$ cat src/rtl/sram_wait_pkg.sv
package sram_wait_pkg;

   localparam int unsigned DEF_NUM_RGN = 4;
   localparam int unsigned DEF_ADDR_W  = 32;

   // index order is the region-mask bit order
   localparam logic [DEF_NUM_RGN-1:0][DEF_ADDR_W-1:0] DEF_RGN_BASE = {
      32'h200F_0000,   // bit 3: backup region
      32'h1FFE_0000,   // bit 2: high-alias region
      32'h2005_8000,   // bit 1: upper region
      32'h2000_0000    // bit 0: main region
   };
   localparam logic [DEF_NUM_RGN-1:0][DEF_ADDR_W-1:0] DEF_RGN_LIMIT = {
      32'h200F_0FFF,
      32'h1FFF_FFFF,
      32'h2005_FFFF,
      32'h2005_7FFF
   };

   typedef enum logic [0:0] {
      SEQ_IDLE = 1'b0,
      SEQ_WAIT = 1'b1
   } seq_state_e;

endpackage

$ cat src/rtl/sram_rgn_decode.sv
module sram_rgn_decode #(
   parameter int unsigned ADDR_W  = 32,
   parameter int unsigned NUM_RGN = 4,
   parameter int unsigned IDX_W   = 2,
   parameter logic [NUM_RGN-1:0][ADDR_W-1:0] RGN_BASE  = '0,
   parameter logic [NUM_RGN-1:0][ADDR_W-1:0] RGN_LIMIT = '0
) (
   input  logic [ADDR_W-1:0]  addr,
   output logic [NUM_RGN-1:0] hit_vec,
   output logic               hit_any,
   output logic [IDX_W-1:0]   hit_idx
);

   for (genvar g = 0; g < NUM_RGN; g++) begin : g_rgn
      if (RGN_BASE[g] > RGN_LIMIT[g]) begin : g_bad_range
         $error("sram_rgn_decode: region base above its limit");
      end
      assign hit_vec[g] = (addr >= RGN_BASE[g]) && (addr <= RGN_LIMIT[g]);
   end

   assign hit_any = |hit_vec;

   always_comb begin
      hit_idx = '0;
      for (int i = NUM_RGN - 1; i >= 0; i--) begin
         if (hit_vec[i]) hit_idx = IDX_W'(i);
      end
   end

endmodule

$ cat src/rtl/sram_wait_cfg.sv
module sram_wait_cfg #(
   parameter int unsigned NUM_RGN = 4,
   parameter int unsigned WAIT_W  = 3,
   parameter int unsigned CFG_W   = 16,
   parameter int unsigned KEY_W   = 8,
   parameter int unsigned RD_LSB  = 4,
   parameter int unsigned WR_LSB  = 8,
   parameter logic [KEY_W-1:0] UNLOCK_KEY = 8'h77,
   parameter logic [KEY_W-1:0] LOCK_KEY   = 8'h76
) (
   input  logic                            clk,
   input  logic                            rst_n,
   input  logic                            cfg_we,
   input  logic                            cfg_prot_sel,
   input  logic [CFG_W-1:0]                cfg_wdata,
   output logic                            locked,
   output logic [NUM_RGN-1:0][WAIT_W-1:0]  rd_wait,
   output logic [NUM_RGN-1:0][WAIT_W-1:0]  wr_wait
);

   logic              prot_we;
   logic              wait_we;
   logic [KEY_W-1:0]  key;
   logic [WAIT_W-1:0] new_rd;
   logic [WAIT_W-1:0] new_wr;
   logic              unused_cfg;

   assign key        = cfg_wdata[KEY_W-1:0];
   assign new_rd     = cfg_wdata[RD_LSB +: WAIT_W];
   assign new_wr     = cfg_wdata[WR_LSB +: WAIT_W];
   assign prot_we    = cfg_we && cfg_prot_sel;
   assign wait_we    = cfg_we && !cfg_prot_sel && !locked;
   assign unused_cfg = ^cfg_wdata;

   always_ff @(posedge clk or negedge rst_n) begin
      if (!rst_n) begin
         locked <= 1'b1;
      end else if (prot_we) begin
         if (key == UNLOCK_KEY)    locked <= 1'b0;
         else if (key == LOCK_KEY) locked <= 1'b1;
      end
   end

   for (genvar g = 0; g < NUM_RGN; g++) begin : g_cnt
      always_ff @(posedge clk or negedge rst_n) begin
         if (!rst_n) begin
            rd_wait[g] <= '0;
            wr_wait[g] <= '0;
         end else if (wait_we && cfg_wdata[g]) begin
            rd_wait[g] <= new_rd;
            wr_wait[g] <= new_wr;
         end
      end
   end

endmodule

$ cat src/rtl/sram_wait_seq.sv
module sram_wait_seq #(
   parameter int unsigned WAIT_W = 3
) (
   input  logic              clk,
   input  logic              rst_n,
   input  logic              req_valid,
   input  logic              miss,
   input  logic [WAIT_W-1:0] wait_n,
   output logic              req_ready,
   output logic              req_decerr,
   output logic              busy
);
   import sram_wait_pkg::*;

   seq_state_e        state;
   logic [WAIT_W-1:0] remain;

   assign busy = (state == SEQ_WAIT);

   always_comb begin
      req_ready  = 1'b0;
      req_decerr = 1'b0;
      if (state == SEQ_IDLE) begin
         req_ready  = req_valid && (wait_n == '0);
         req_decerr = req_valid && miss;
      end else begin
         req_ready  = (remain == '0);
      end
   end

   always_ff @(posedge clk or negedge rst_n) begin
      if (!rst_n) begin
         state  <= SEQ_IDLE;
         remain <= '0;
      end else begin
         case (state)
            SEQ_IDLE: begin
               if (req_valid && (wait_n != '0)) begin
                  state  <= SEQ_WAIT;
                  remain <= wait_n - 1'b1;
               end
            end
            SEQ_WAIT: begin
               if (remain == '0) state <= SEQ_IDLE;
               else              remain <= remain - 1'b1;
            end
            default: state <= SEQ_IDLE;
         endcase
      end
   end

endmodule

$ cat src/rtl/sram_wait_ctrl.sv
module sram_wait_ctrl #(
   parameter int unsigned ADDR_W  = sram_wait_pkg::DEF_ADDR_W,
   parameter int unsigned NUM_RGN = sram_wait_pkg::DEF_NUM_RGN,
   parameter int unsigned WAIT_W  = 3,
   parameter int unsigned CFG_W   = 16,
   parameter int unsigned KEY_W   = 8,
   parameter logic [KEY_W-1:0] UNLOCK_KEY = 8'h77,
   parameter logic [KEY_W-1:0] LOCK_KEY   = 8'h76,
   parameter logic [NUM_RGN-1:0][ADDR_W-1:0] RGN_BASE  = sram_wait_pkg::DEF_RGN_BASE,
   parameter logic [NUM_RGN-1:0][ADDR_W-1:0] RGN_LIMIT = sram_wait_pkg::DEF_RGN_LIMIT
) (
   input  logic              clk,
   input  logic              rst_n,
   input  logic              req_valid,
   input  logic              req_write,
   input  logic [ADDR_W-1:0] req_addr,
   output logic              req_ready,
   output logic              req_decerr,
   input  logic              cfg_we,
   input  logic              cfg_prot_sel,
   input  logic [CFG_W-1:0]  cfg_wdata
);

   localparam int unsigned IDX_W  = (NUM_RGN > 1) ? $clog2(NUM_RGN) : 1;
   localparam int unsigned RD_LSB = ((NUM_RGN + 3) / 4) * 4;
   localparam int unsigned WR_LSB = RD_LSB + ((WAIT_W + 3) / 4) * 4;

   if (WAIT_W < 1 || WAIT_W > 4) begin : g_bad_wait_w
      $error("sram_wait_ctrl: WAIT_W must be 1..4");
   end
   if (WR_LSB + WAIT_W > CFG_W || KEY_W > CFG_W) begin : g_bad_cfg_w
      $error("sram_wait_ctrl: CFG_W too narrow for its fields");
   end
   if (NUM_RGN < 1) begin : g_bad_nrgn
      $error("sram_wait_ctrl: need at least one region");
   end

   logic [NUM_RGN-1:0]             hit_vec;
   logic                           hit_any;
   logic [IDX_W-1:0]               hit_idx;
   logic                           locked;
   logic [NUM_RGN-1:0][WAIT_W-1:0] rd_wait;
   logic [NUM_RGN-1:0][WAIT_W-1:0] wr_wait;
   logic [WAIT_W-1:0]              sel_wait;
   logic                           busy;

   sram_rgn_decode #(
      .ADDR_W(ADDR_W), .NUM_RGN(NUM_RGN), .IDX_W(IDX_W),
      .RGN_BASE(RGN_BASE), .RGN_LIMIT(RGN_LIMIT)
   ) u_decode (
      .addr(req_addr), .hit_vec(hit_vec), .hit_any(hit_any), .hit_idx(hit_idx)
   );

   sram_wait_cfg #(
      .NUM_RGN(NUM_RGN), .WAIT_W(WAIT_W), .CFG_W(CFG_W), .KEY_W(KEY_W),
      .RD_LSB(RD_LSB), .WR_LSB(WR_LSB),
      .UNLOCK_KEY(UNLOCK_KEY), .LOCK_KEY(LOCK_KEY)
   ) u_cfg (
      .clk(clk), .rst_n(rst_n), .cfg_we(cfg_we), .cfg_prot_sel(cfg_prot_sel),
      .cfg_wdata(cfg_wdata), .locked(locked), .rd_wait(rd_wait), .wr_wait(wr_wait)
   );

   always_comb begin
      sel_wait = '0;
      if (hit_any) sel_wait = req_write ? wr_wait[hit_idx] : rd_wait[hit_idx];
   end

   sram_wait_seq #(.WAIT_W(WAIT_W)) u_seq (
      .clk(clk), .rst_n(rst_n), .req_valid(req_valid), .miss(!hit_any),
      .wait_n(sel_wait), .req_ready(req_ready), .req_decerr(req_decerr), .busy(busy)
   );

endmodule

$ cat config.mk
export PLATFORM = sky130hd
export DESIGN_NAME = sram_wait_ctrl
export DESIGN_NICKNAME = d
export VERILOG_FILES = /design/src/rtl/sram_wait_pkg.sv /design/src/rtl/sram_rgn_decode.sv /design/src/rtl/sram_wait_cfg.sv /design/src/rtl/sram_wait_seq.sv /design/src/rtl/sram_wait_ctrl.sv
export SDC_FILE = /design/constraint.sdc
export NUM_CORES = 1
export LEC_CHECK = 0
export CORE_MARGIN = 5
export CORE_UTILIZATION = 40
export DETAILED_ROUTE_END_ITERATION = 16
export DONT_BUFFER_PORTS = 1
export GPL_TIMING_DRIVEN = 0
export PLACE_DENSITY = 0.68
export SYNTH_ARGS = -nofsm -noshare
export SYNTH_HDL_FRONTEND = slang
export SYNTH_SLANG_ARGS = --single-unit
$ cat constraint.sdc
create_clock -name clk -period 3.88 [get_ports clk]
set_clock_uncertainty 0.05 [all_clocks]
set_input_delay 1.164 -clock clk [delete_from_list [all_inputs] [get_ports clk]]
set_output_delay 1.164 -clock clk [all_outputs]
set_load 0.03 [all_outputs]
==> impl_results.md <==
* P_int at 0.000534 W
* Worst Path Max Fanout at 5
* Port buffer count at 0
* Post-synthesis sequential area ratio at 0.427
* Worst Hold Path EP: u_cfg.locked$_DFFE_PN1P_
* RSZ-0062 raised after global routing: true
* Total CTS buffers at 5
* Final min period at 4040 ps
* Rows at 23
* Slew at the pin closest to its max-slew limit at 556 ps
* Area occupied by multi-input gates at 1050 µm²
* Most common cell after layout, fill and taps aside: dfrtp_1
* Syn Area/Cell at 10.5 µm²
* Maximum vdd drop at 0.285 mV
* Status: complete, but fails checks
* Clk slew on worst S/H paths at 70 ps
* Number of flops mapped to enable cells by yosys at 0
* Fmax at 247 MHz
* Vias in the first global route at 1539
* Initial DRT Pass Iterations at 4
* Antenna violations before repair at 0
* Top_reg_cell synth: dfrtp_1
* Area Overhead vs Synth at 19.0%
* Routed wl met3 at 354 µm
* Initial Util at 0.420
* Die Y at 75.2 µm
* Root Buffer: clkbuf_8
* Vias per inst at 6.31
* # DRC at 0
* Worst Hold Depth at 2
* DP HPWL at 3080 µm
* Antenna diode count at 0
* CP Launch Type: input port
* Wire per inst at 18.7 µm
* Failing checks: negative setup slack
* Setup TNS at -164 ps
* Max-Cap Viols at 0
* Met2 WL at 2050 µm
* Die area at 5660 µm²
* Worst-Skew Late Latency at 280 ps
* Clk pwr share at 0.343
* Met1 WL at 1720 µm
* Synth async-reset ratio at 1.00
* Reg2reg start: u_cfg.rd_wait[10]$_DFFE_PN0P_
* Register area at 727 µm²
* Max Slew Vio Count at 0
* Switch Pwr at 0.000188 W
* Combinational Power Share at 0.132
* Largest net degree at the start of global routing at 30
* Worst slew margin at 0.628
* H-tree Lvls at 2
* Violation count after the first detailed-route iteration at 41
* Fin area at 2030 µm²
* P per Cell Area at 356 nW/µm²
* R2R setup slack at 1470 ps
* Post-route setup slack at -164 ps
* Synth Instances at 162
* Final setup viols at 1
* Worst path required time at 2670 ps
* Worst R2R Path Depth at 10
* Clk sinks at 29
* Fillers at 346
* Post-Syn Nets at 217
* CTS Hold Buffers Added at 0
* IO Pins at 56
* DRT Wirelength at 4200 µm
* Mapped Area at 1700 µm²
* CTS tree: done
* Synth warn at 0
* Routability congestion estimate at 0.778
* CTS Buffer Depth at 2
* Commonest cells after routing, fill and taps aside: dfrtp_1 (28), mux2_2 (25), a21oi_1 (13), o21ai_0 (10)
* Sw Ratio at 0.260
* Uppermost routed layer: met4
* Share of cells above drive strength 1 at 0.371
* Yosys reg bits at 29
* Nets at 229
* Core area at 4060 µm²
* Vias at 1419
* Yosys cell types at 43
* Final period util at 1.04
* Worst hold start: u_cfg.locked$_DFFE_PN1P_
* Antenna-violating nets left at 0
* Critical path capture point type: output pin
* FF-to-FF End: u_seq.remain[2]$_DFFE_PN0P_
* Die X-Extent at 75.2 µm
* Fin. Hold Viols at 0
* Leak at 0.796 nW
* CP arrival at 2830 ps
* Placed cell area at 1810 µm²
* Hold Path Class: reg2reg
* Crit Path Class: in2out
* GRT Util Overall at 0.159
* Seq pwr share at 0.525
* Grt total ovfl at 0
* First-pass GRT wire length at 6810 µm
## synthesized netlist by cell type (2+ instances only)
cell       n  area (µm²)
a21oi_1   13        65.1
a221o_2    5        56.3
and2_1     4        25.0
clkbuf_1   6        22.5
dfrtp_1   28         701
inv_1      3        11.3
mux2_2    25         282
nand2_1    9        33.8
nand3_1   10        50.1
nand4_1    2        12.5
nand4b_1   2        17.5
nor2_1     8        30.0
nor3_1     2        10.0
nor4_1     3        18.8
o21ai_0   10        50.1
o221ai_2   2        30.0
o22ai_1    2        12.5
o41ai_1    2        17.5
or4_1      2        15.0
## logic make-up (layout without fill, tap and decap cells)
logic type / count (synthesis) / in the layout / share of synthesized area
AO/OA/AOI/OAI: 44 / 44 / 0.190
adder cells (fa/ha/maj): 1 / 1 / 0.00735
buffers and inverters: 10 / 23 / 0.0228
multiplexers: 25 / 25 / 0.165
AND/OR/NAND/NOR: 53 / 53 / 0.188
flip-flops: 29 / 29 / 0.427
## critical path: stages
cell and delay, ps:
nand4bb_4 210, or4_4 480, nor2_4 160, a221o_2 200, o221ai_2 120, and3_4 230, a22o_4 260
## what timing repair did
action / in CTS / in global routing
resized for setup: 5 / 5
setup buffers: 3 / 2
endpoints found under the setup margin: 1 / 1
pin swaps: 3 / 2
## sequential cells by signal (all words and copies together) (netlist names)
signal and cells:
u_cfg.rd_wait 12, u_cfg.wr_wait 12, u_seq.remain 3, u_cfg.locked 1, u_seq.busy 1
## through the flow
step | cells | hold slack [ps] | setup WS (ps) | util | power [W]
finish | 225 | 451 | -164 | 0.499 | 0.000722
global route | 225 | 483 | -250 | 0.499 | 0.000757
CTS | 223 | 454 | -168 | 0.485 | 0.000724
detailed placement | 212 | 442 | -262 | 0.446 | 0.000476
global placement | 212 | 421 | -279 | 0.446 | 0.000467
floorplan | 162 | 411 | -49.7 | - | 0.000453
## layout make-up
cell class | instances | share of cell area
Buffer | 7 | 0.0148
Clock buffer | 5 | 0.0340
Clock inverter | 3 | 0.0111
Inverter | 3 | 0.00556
Multi-Input combinational cell | 123 | 0.520
Sequential cell | 29 | 0.359
Tap cell | 50 | 0.0309
Timing Repair Buffer | 5 | 0.0247
## power groups by stage
stage	clock (W)	sequential [W]	combinational (W)
after floorplan	0	0.000373	0.0000804
after global placement	0	0.000380	0.0000869
after detailed placement	0	0.000384	0.0000915
after CTS	0.000252	0.000379	0.0000929
after global routing	0.000265	0.000384	0.000108
final	0.000247	0.000379	0.0000956
## how the worst max path moves through the flow
stage | depth (start not counted) | to | startpoint
after global routing | 8 | req_ready | req_addr[25]
after detailed placement | 7 | req_ready | req_addr[25]
after CTS | 7 | req_ready | req_addr[14]
final | 7 | req_ready | req_addr[14]
after global placement | 7 | req_ready | req_addr[29]
after floorplan | 7 | req_ready | req_addr[14]
## routing by layer
metal,global-route usage,vias up
met4,0.0602,0
met1,0.195,709
met5,0,-
met2,0.264,54
met3,0.0467,9
li1,-,647
Note: power is estimated with default switching activity, not from simulation.
